<file path="src/rtl/pcrc_pkg.sv">
package pcrc_pkg;

   // input reflection selector (control bits 6:5)
   typedef enum logic [1:0] {
      IN_REV_NONE = 2'd0,
      IN_REV_BYTE = 2'd1,
      IN_REV_HALF = 2'd2,
      IN_REV_WORD = 2'd3
   } in_rev_e;

   // control register field positions
   localparam int CTRL_RELOAD_BIT = 0;
   localparam int CTRL_MODE_LSB   = 5;
   localparam int CTRL_MODE_W     = 3;

   typedef struct packed {
      logic    out_rev;
      in_rev_e in_rev;
   } crc_mode_t;

endpackage

</file>
<file path="src/rtl/pcrc_lane_reflect.sv">
module pcrc_lane_reflect #(
   parameter int W    = 32,
   parameter int LANE = 8
) (
   input  logic [W-1:0] din,
   output logic [W-1:0] dout
);
   localparam int N_LANES = W / LANE;

   generate
      if (LANE < 1 || (W % LANE) != 0) begin : g_bad_lane
         $error("pcrc_lane_reflect: LANE must divide W");
      end
      for (genvar g = 0; g < N_LANES; g++) begin : g_lane
         for (genvar b = 0; b < LANE; b++) begin : g_bit
            assign dout[g*LANE + b] = din[g*LANE + LANE - 1 - b];
         end
      end
   endgenerate
endmodule

</file>
<file path="src/rtl/pcrc_in_swizzle.sv">
module pcrc_in_swizzle
   import pcrc_pkg::*;
#(
   parameter int W = 32
) (
   input  logic [W-1:0] din,
   input  in_rev_e      mode,
   output logic [W-1:0] dout
);
   logic [W-1:0] rev_byte;
   logic [W-1:0] rev_half;
   logic [W-1:0] rev_word;

   generate
      if ((W % 16) != 0) begin : g_bad_w
         $error("pcrc_in_swizzle: W must be a multiple of 16");
      end
   endgenerate

   pcrc_lane_reflect #(.W(W), .LANE(8))  u_rev_byte (.din(din), .dout(rev_byte));
   pcrc_lane_reflect #(.W(W), .LANE(16)) u_rev_half (.din(din), .dout(rev_half));
   pcrc_lane_reflect #(.W(W), .LANE(W))  u_rev_word (.din(din), .dout(rev_word));

   always_comb begin
      unique case (mode)
         IN_REV_BYTE: dout = rev_byte;
         IN_REV_HALF: dout = rev_half;
         IN_REV_WORD: dout = rev_word;
         default:     dout = din;
      endcase
   end
endmodule

</file>
<file path="src/rtl/pcrc_fold.sv">
module pcrc_fold #(
   parameter int W = 32
) (
   input  logic [W-1:0] crc_in,
   input  logic [W-1:0] data,
   input  logic [W-1:0] poly,
   output logic [W-1:0] crc_out
);
   // stage[k] is the register state after k data bits, MSB first
   logic [W:0][W-1:0] stage;

   assign stage[0] = crc_in;

   generate
      for (genvar k = 0; k < W; k++) begin : g_step
         logic fb;
         assign fb           = stage[k][W-1] ^ data[W-1-k];
         assign stage[k+1]   = {stage[k][W-2:0], 1'b0} ^ (fb ? poly : '0);
      end
   endgenerate

   assign crc_out = stage[W];
endmodule

</file>
<file path="src/rtl/prog_crc32_engine.sv">
module prog_crc32_engine
   import pcrc_pkg::*;
#(
   parameter int            ADDR_W   = 8,
   parameter int            CRC_W    = 32,
   parameter int unsigned   OFS_DATA = 'h00,
   parameter int unsigned   OFS_CTRL = 'h08,
   parameter int unsigned   OFS_SEED = 'h10,
   parameter int unsigned   OFS_POLY = 'h14,
   parameter logic [31:0]   SEED_RST = 32'hFFFF_FFFF,
   parameter logic [31:0]   POLY_RST = 32'h04C1_1DB7
) (
   input  logic              clk,
   input  logic              rst_n,
   input  logic [ADDR_W-1:0] bus_addr,
   input  logic              bus_wr_en,
   input  logic [CRC_W-1:0]  bus_wdata,
   input  logic              bus_rd_en,
   output logic [CRC_W-1:0]  bus_rdata
);
   localparam int unsigned ADDR_SPAN = 1 << ADDR_W;
   localparam int          MODE_MSB  = CTRL_MODE_LSB + CTRL_MODE_W - 1;

   generate
      if (CRC_W < 16 || (CRC_W % 16) != 0) begin : g_bad_w
         $error("prog_crc32_engine: CRC_W must be a multiple of 16");
      end
      if (OFS_DATA >= ADDR_SPAN || OFS_CTRL >= ADDR_SPAN ||
          OFS_SEED >= ADDR_SPAN || OFS_POLY >= ADDR_SPAN) begin : g_bad_ofs
         $error("prog_crc32_engine: register offset outside address space");
      end
      if (OFS_DATA == OFS_CTRL || OFS_DATA == OFS_SEED || OFS_DATA == OFS_POLY ||
          OFS_CTRL == OFS_SEED || OFS_CTRL == OFS_POLY || OFS_SEED == OFS_POLY) begin : g_dup_ofs
         $error("prog_crc32_engine: register offsets must be distinct");
      end
   endgenerate

   // ---------------- state ----------------
   logic [CRC_W-1:0] acc_q;
   logic [CRC_W-1:0] seed_q;
   logic [CRC_W-1:0] poly_q;
   crc_mode_t        mode_q;

   // ---------------- decode ----------------
   logic hit_data, hit_ctrl, hit_seed, hit_poly;

   always_comb begin
      hit_data = (bus_addr == ADDR_W'(OFS_DATA));
      hit_ctrl = (bus_addr == ADDR_W'(OFS_CTRL));
      hit_seed = (bus_addr == ADDR_W'(OFS_SEED));
      hit_poly = (bus_addr == ADDR_W'(OFS_POLY));
   end

   // ---------------- datapath ----------------
   logic [CRC_W-1:0] data_swz;
   logic [CRC_W-1:0] acc_next;
   logic [CRC_W-1:0] acc_rev;

   pcrc_in_swizzle #(.W(CRC_W)) u_swz (
      .din  (bus_wdata),
      .mode (mode_q.in_rev),
      .dout (data_swz)
   );

   pcrc_fold #(.W(CRC_W)) u_fold (
      .crc_in  (acc_q),
      .data    (data_swz),
      .poly    (poly_q),
      .crc_out (acc_next)
   );

   pcrc_lane_reflect #(.W(CRC_W), .LANE(CRC_W)) u_out_rev (
      .din  (acc_q),
      .dout (acc_rev)
   );

   // ---------------- write side ----------------
   always_ff @(posedge clk or negedge rst_n) begin
      if (!rst_n) begin
         acc_q  <= CRC_W'(SEED_RST);
         seed_q <= CRC_W'(SEED_RST);
         poly_q <= CRC_W'(POLY_RST);
         mode_q <= '0;
      end else if (bus_wr_en) begin
         if (hit_data) begin
            acc_q <= acc_next;
         end
         if (hit_ctrl) begin
            mode_q <= crc_mode_t'(bus_wdata[MODE_MSB:CTRL_MODE_LSB]);
            if (bus_wdata[CTRL_RELOAD_BIT]) begin
               acc_q <= seed_q;
            end
         end
         if (hit_seed) begin
            seed_q <= bus_wdata;
         end
         if (hit_poly) begin
            poly_q <= bus_wdata;
         end
      end
   end

   // ---------------- read side ----------------
   logic [CRC_W-1:0] rd_mux;

   always_comb begin
      rd_mux = '0;
      if (hit_data) begin
         rd_mux = mode_q.out_rev ? acc_rev : acc_q;
      end else if (hit_ctrl) begin
         rd_mux[MODE_MSB:CTRL_MODE_LSB] = mode_q;
      end else if (hit_seed) begin
         rd_mux = seed_q;
      end else if (hit_poly) begin
         rd_mux = poly_q;
      end
   end

   always_ff @(posedge clk or negedge rst_n) begin
      if (!rst_n) begin
         bus_rdata <= '0;
      end else if (bus_rd_en) begin
         bus_rdata <= rd_mux;
      end
   end
endmodule


</file>
<file path="config.mk">
export PLATFORM = sky130hd
export DESIGN_NAME = prog_crc32_engine
export DESIGN_NICKNAME = d
export VERILOG_FILES = /design/src/rtl/pcrc_pkg.sv /design/src/rtl/pcrc_lane_reflect.sv /design/src/rtl/pcrc_in_swizzle.sv /design/src/rtl/pcrc_fold.sv /design/src/rtl/prog_crc32_engine.sv
export SDC_FILE = /design/constraint.sdc
export NUM_CORES = 1
export LEC_CHECK = 0
export BUFFER_PORTS_ARGS = -buffer_cell sky130_fd_sc_hd__buf_2
export CORE_ASPECT_RATIO = 0.8
export CORE_UTILIZATION = 32
export CTS_BUF_LIST = sky130_fd_sc_hd__clkbuf_8
export DETAILED_ROUTE_END_ITERATION = 8
export HOLD_SLACK_MARGIN = 0.05
export SYNTH_ARGS = -nofsm -noshare
export SYNTH_HDL_FRONTEND = slang
export SYNTH_SLANG_ARGS = --single-unit
</file>
<file path="constraint.sdc">
create_clock -name clk -period 18.7 [get_ports clk]
set_input_delay 0.935 -clock clk [delete_from_list [all_inputs] [get_ports clk]]
set_output_delay 0.935 -clock clk [all_outputs]
set_load 0.02 [all_outputs]
</file>
After elaboration in Yosys (flattened, before gate mapping) --
Index checks and enable logic that the tools add are counted.
Storage, ports and cells: register bits 131, input port bits 44
Operators by class: eq/ne operators 6, mux-type cells 43, bitwise gates (word level) 64, reduce and logical (&&, ||, !) cells 4
Operators with widths (count):
- $mux 32 | 39
- $xor 32x32->32 | 32
- $pmux 32 s3 | 1
- $xor 1x1->1 | 32
- $mux 24 | 1
- $eq 8x5->1 const B | 2
- $eq 8x4->1 const B | 1
- $logic_not 8->1 | 1
- $reduce_and 2->1 | 3
- $mux 5 | 1
- $eq 2x2->1 const B | 2
- $mux 3 | 1
- $eq 2x1->1 const B | 1

Depth between registers and ports, before layout --
word-level depth 101, mapped depth 58, gate-level depth less buffers 45

Hierarchy --
Synthesis repeated with hierarchy kept, for this count alone.
Second synthesis, totals: cell total of the unflattened synthesis 3782, area total of the unflattened synthesis 27590.2 um2
Modules (own cells, without submodules):
- pcrc_fold | instances 1, cells an instance 3018, area each 19225.9 um2, seq. area each 0.0 um2
- prog_crc32_engine | instances 1, cells an instance 597, area each 6588.8 um2, seq. area each 3375.7 um2
- pcrc_lane_reflect | instances 4, cells an instance 32, area each 240.2 um2, seq. area each 0.0 um2
- pcrc_in_swizzle | instances 1, cells an instance 39, area each 814.5 um2, seq. area each 0.0 um2

Least setup slack after synthesis --
Ideal clock, no wire load.
path kind input to register, start in bus_wdata[2], end reg acc_q[24], data arrival time 13358 ps, path slack 5269 ps, stages 52, path buffers 7, cells stage by stage mux4_2 > xnor2_2 > or3_1 > buf_2 > o211ai_4 > o22ai_1 > o31ai_2 > nand2_2 > a32o_2 > nor3_4 > o21ai_1 > a211oi_2 > mux2_2 > nor4_1 > a311o_1 > xnor2_1 > buf_1 > nand3_1 > [16 not listed] > or4_1 > and4_1 > a211o_1 > a21o_1 > xnor3_1 > and3_1 > nor3_4 > a2bb2o_4 > clkbuf_1 > a211o_1 > nand3_1 > a21oi_2 > or3_1 > buf_4 > buf_6 > a21oi_1 > xnor3_1 > a21oi_1
On the way: word-level cells in the longest chain between the ends 94
RTL lines:
- start, declared | line prog_crc32_engine.sv:17 | input logic [CRC_W-1:0] bus_wdata,
- $pmux 32 s3 (*) | line pcrc_in_swizzle.sv:25 | unique case (mode)
- $xor 1x1->1 | line pcrc_fold.sv:17 | assign fb = stage[k][W-1] ^ data[W-1-k];
- $mux 32 | line pcrc_fold.sv:18 | assign stage[k+1] = {stage[k][W-2:0], 1'b0} ^ (fb ? poly : '0);
- $xor 32x32->32 | line pcrc_fold.sv:18
- $xor 1x1->1 | line pcrc_fold.sv:17
- $mux 32 | line pcrc_fold.sv:18
- $xor 32x32->32 | line pcrc_fold.sv:18
- $xor 1x1->1 | line pcrc_fold.sv:17
- [78 not listed]
- $mux 32 | line pcrc_fold.sv:18
- $xor 32x32->32 (*) | line pcrc_fold.sv:18
- $xor 1x1->1 | line pcrc_fold.sv:17
- $mux 32 | line pcrc_fold.sv:18
- $xor 32x32->32 (*) | line pcrc_fold.sv:18
- $mux 32 (*) | line prog_crc32_engine.sv:85 | if (hit_data) begin
- $mux 32 | line prog_crc32_engine.sv:90 | if (bus_wdata[CTRL_RELOAD_BIT]) begin
- $mux 32 (*) | line prog_crc32_engine.sv:88 | if (hit_ctrl) begin
- end signal, assigned | line prog_crc32_engine.sv:80 | acc_q <= CRC_W'(SEED_RST);
- end signal, assigned | line prog_crc32_engine.sv:86 | acc_q <= acc_next;
- end signal, assigned | line prog_crc32_engine.sv:91 | acc_q <= seed_q;
- end, declared | line prog_crc32_engine.sv:39 | logic [CRC_W-1:0] acc_q;
Mark *: on every way between the ends. The rest lies on a longest branch, timed or not. A chain may end at the register's enable or synchronous reset.

Worst setup path after layout --
start reg mode_q[1] in the netlist's numbering, end reg acc_q[3]
On the way: word-level cells in the longest chain between the ends 101
RTL lines:
- start, declared | line prog_crc32_engine.sv:42 | crc_mode_t mode_q;
- start signal, assigned | line prog_crc32_engine.sv:89 | mode_q <= crc_mode_t'(bus_wdata[MODE_MSB:CTRL_MODE_LSB]);
- $eq 2x2->1 / $eq 2x1->1 (equally long branches) | line pcrc_in_swizzle.sv:25
- $pmux 32 s3 (*) | line pcrc_in_swizzle.sv:25
- $xor 1x1->1 | line pcrc_fold.sv:17
- $mux 32 | line pcrc_fold.sv:18
- $xor 32x32->32 | line pcrc_fold.sv:18
- $xor 1x1->1 | line pcrc_fold.sv:17
- $mux 32 | line pcrc_fold.sv:18
- $xor 32x32->32 | line pcrc_fold.sv:18
- [85 not listed]
- $mux 32 | line pcrc_fold.sv:18
- $xor 32x32->32 | line pcrc_fold.sv:18
- $xor 1x1->1 | line pcrc_fold.sv:17
- $mux 32 | line pcrc_fold.sv:18
- $xor 32x32->32 (*) | line pcrc_fold.sv:18
- $mux 32 (*) | line prog_crc32_engine.sv:85
- $mux 32 | line prog_crc32_engine.sv:90
- $mux 32 (*) | line prog_crc32_engine.sv:88
Marked as above.

==> qor.yml <==
pre_cts_ws_ps: 1540
cp.required_ps: 19080
grt_pass1_vias: 25520
synth_warnings: 0
async_flop_share_pct: 100
synthCells: 3807
relSlewSlack_pct: 24.8
cts-resized-gates: 0
clock_tree.buffer_depth: 2
grt_setup_unrepaired: "no"
worst_pin_slew_ps: 1130
synth_cell_types: 118
post-route-period-util_pct: 93.5
synth-compound-area-share_pct: 23.4
io_buffers: 75
grt_max_degree: 72
r2r_start: "mode_q[1]"
ys_top_cells_by_area: "xnor2_1 (25%), nand2_1 (12%), dfstp_2 (7.6%), dfrtp_1 (4.9%), mux2_2 (4.2%)"
grt_overflow: 0
cts_hold_buffers: 0
h-tree-depth: 4
crit_path_frequent_cell: "nand3_1"
drt_pass1_iterations: 9
globalplace.congestion: 0.958
yosysTopAreaCellShare_pct: 24.5
cts_tree: "done"
stdcell_count: 4762
drcViolationCount: 0
wire_per_inst_um: 22.6
synth-simple-area-share_pct: 20.5
die_y_um: 262
dp_cells: 4730
post-route-util_pct: 34.8
detail-route-antenna-nets: 0
fin_crit_ps: 17480
drt-total-wl_um: 108000
avgSynthCellArea_um2: 7.09
final.setup.tns_ps: 0
powerDensity_mw_per_mm2: 179
layout_setup_ws_ps: 1220
path_clk_slew_ps: 80
finalHoldViolCount: 0
synth_edf_count: 0
start_util_pct: 32.6
crit_slowest_cell: "o21ai_2"
start_kind: "register"
cts_buffers: 17
layout.nets: 3689
outcome: "finished clean"
antenna_found_initial: 1
critical_path_class: "reg2reg"
synth.mux.area_fraction_pct: 7.88
die_width_um: 327
ys_ff_latch: 131
hold_path_class: "in2async"
synth-adder-area-share_pct: 0
clock_sinks: 131
nFillCells: 8783
via_per_inst: 5.93
insertion_delay_ps: 460
post-synth-top-area-cell: "xnor2_1"
die_area_mm2: 0.0855
track_usage_pct: 24.5
post_cts.repair.setup_buffers: 0
core-area_mm2: 0.0828
syn_area_mm2: 0.0270
dp_hpwl_um: 76300
clock.fmax_mhz: 57.2
p_leak_nw: 9.16
finClkSkew_ps: 15.2
synth_ff_type: "dfstp_2"
yosys.area_share.xor_xnor_pct: 29.6
slowest_delay_ps: 900
worst_ep_arrival_time_ps: 17860
vdd_ir_drop_max_mv: 0.129
syn_nets: 3851
drt_iter0_drc: 4065
maxSlewViolCount: 0
fp-row-count: 94
path_max_fanout: 36
vias: 28239
cp-end-kind: "register"
seq_area_frac_synth_pct: 12.5
io_pins: 76
synth_top_family_by_area: "XOR/XNOR gates"
areaGrowthSynthToFinish_pct: 6.86
seqCellArea_mm2: 0.00340
cts-root-buf: "clkbuf_8"
final_layout_size_suffix_gt1_share_pct: 15.5
setup_viol: 0
drv_cap: 0
grt_pass1_wl_um: 164000
num_antenna_cells: 0
crit_start: "mode_q[1]"
multi_input_area_mm2: 0.0222
logic make-up after synthesis:
| group | after synthesis |
|---|---|
| compound gates | 934 |
| xor+xnor | 857 |
| flops | 131 |
| mux | 157 |
| buf+inv | 416 |
| simple gates | 1312 |
metal layers:
layer	vias up	part of all wire, %	global-route usage (%)
li1	12855	-	-
met1	13487	44	35.4
met2	1686	42	36.3
met4	0	3.1	7.15
met5	-	0	0
met3	211	12	4.92
worst max-delay path, delay by kind of cell (launching register included):
kind / cells / cell delay (ps)
compound gates: 18 / 5980
simple gates: 16 / 5340
xor+xnor: 7 / 2790
mux: 4 / 1910
flops: 1 / 890
buf+inv: 1 / 400
area by class of cell:
| class | count | area share (%) |
|---|---|---|
| well taps | 1104 | 4.79 |
| multi-input cells | 3260 | 76.9 |
| clock inverters | 14 | 0.525 |
| clock buffers | 18 | 0.859 |
| repair buffers | 205 | 4.75 |
| inverters | 30 | 0.399 |
| flip-flops and latches | 131 | 11.8 |
registers in the layout, summed over array words and instances, names as in the netlist:
register,cells
bus_rdata,32
poly_q,32
acc_q,32
mode_q,3
seed_q,32
report_power, final:
group          switching [mW]  total, mW  leakage (nW)  internal [mW]
registers              0.0381      0.352          1.48          0.313
logic                    2.85       4.55          7.48           1.70
clock network           0.127      0.251         0.200          0.123
worst paths after layout:
kind | end | slack, ps | cells after the start
max | acc_q[3] | 1220 | 46
min | bus_rdata[12] | 480 | 1
max reg2reg | acc_q[3] | 1220 | 46
min reg2reg | bus_rdata[7] | 510 | 1
max in group asynchronous | poly_q[31] | 16830 | 2
min in group clk | bus_rdata[7] | 510 | 1
cell usage after synthesis (44+ instances only):
cell type and count:
a211oi_1 44, a21oi_1 222, a32oi_1 72, buf_1 89, clkbuf_1 257, dfrtp_1 53
dfstp_2 78, mux2_2 100, nand2_1 875, nand3_1 61, nor2_1 214, o21ai_0 210
xnor2_1 755, xor2_1 62
cells in the final DEF, fill, tap and decap left out, types with 11 or more instances in the layout:
cell      count
nand2_1     874
xnor2_1     744
a21oi_1     221
nor2_1      211
o21ai_0     210
buf_4       129
mux2_2      100
dfstp_2      78
buf_2        74
a32oi_1      72
nand3_1      61
xor2_1       57
a211oi_1     44
o22ai_1      42
dfrtp_1      39
mux4_2       31
a222oi_1     29
nor3_1       28
inv_1        28
xnor3_1      28
o211ai_1     27
a22oi_1      25
a31oi_1      24
a21o_1       23
mux2i_1      22
o31ai_1      19
nand4_1      19
clkbuf_8     18
o21ai_1      16
nor4_1       16
a211o_1      15
xnor2_2      13
dfrtp_2      13
and2_1       12
and3_1       12
a22o_1       12
xor2_2       11
a21boi_1     11
through the flow:
stage / hold slack (ps) / area, um^2 / power (mW)
after floorplan: 465 / 27000 / 3.72
after global placement: 490 / 28400 / 4.77
after detailed placement: 494 / 28400 / 4.79
after CTS: 497 / 28800 / 5.06
after global routing: 518 / 28800 / 5.48
final: 479 / 28800 / 5.15
Note: power is estimated with default switching activity, not from simulation.
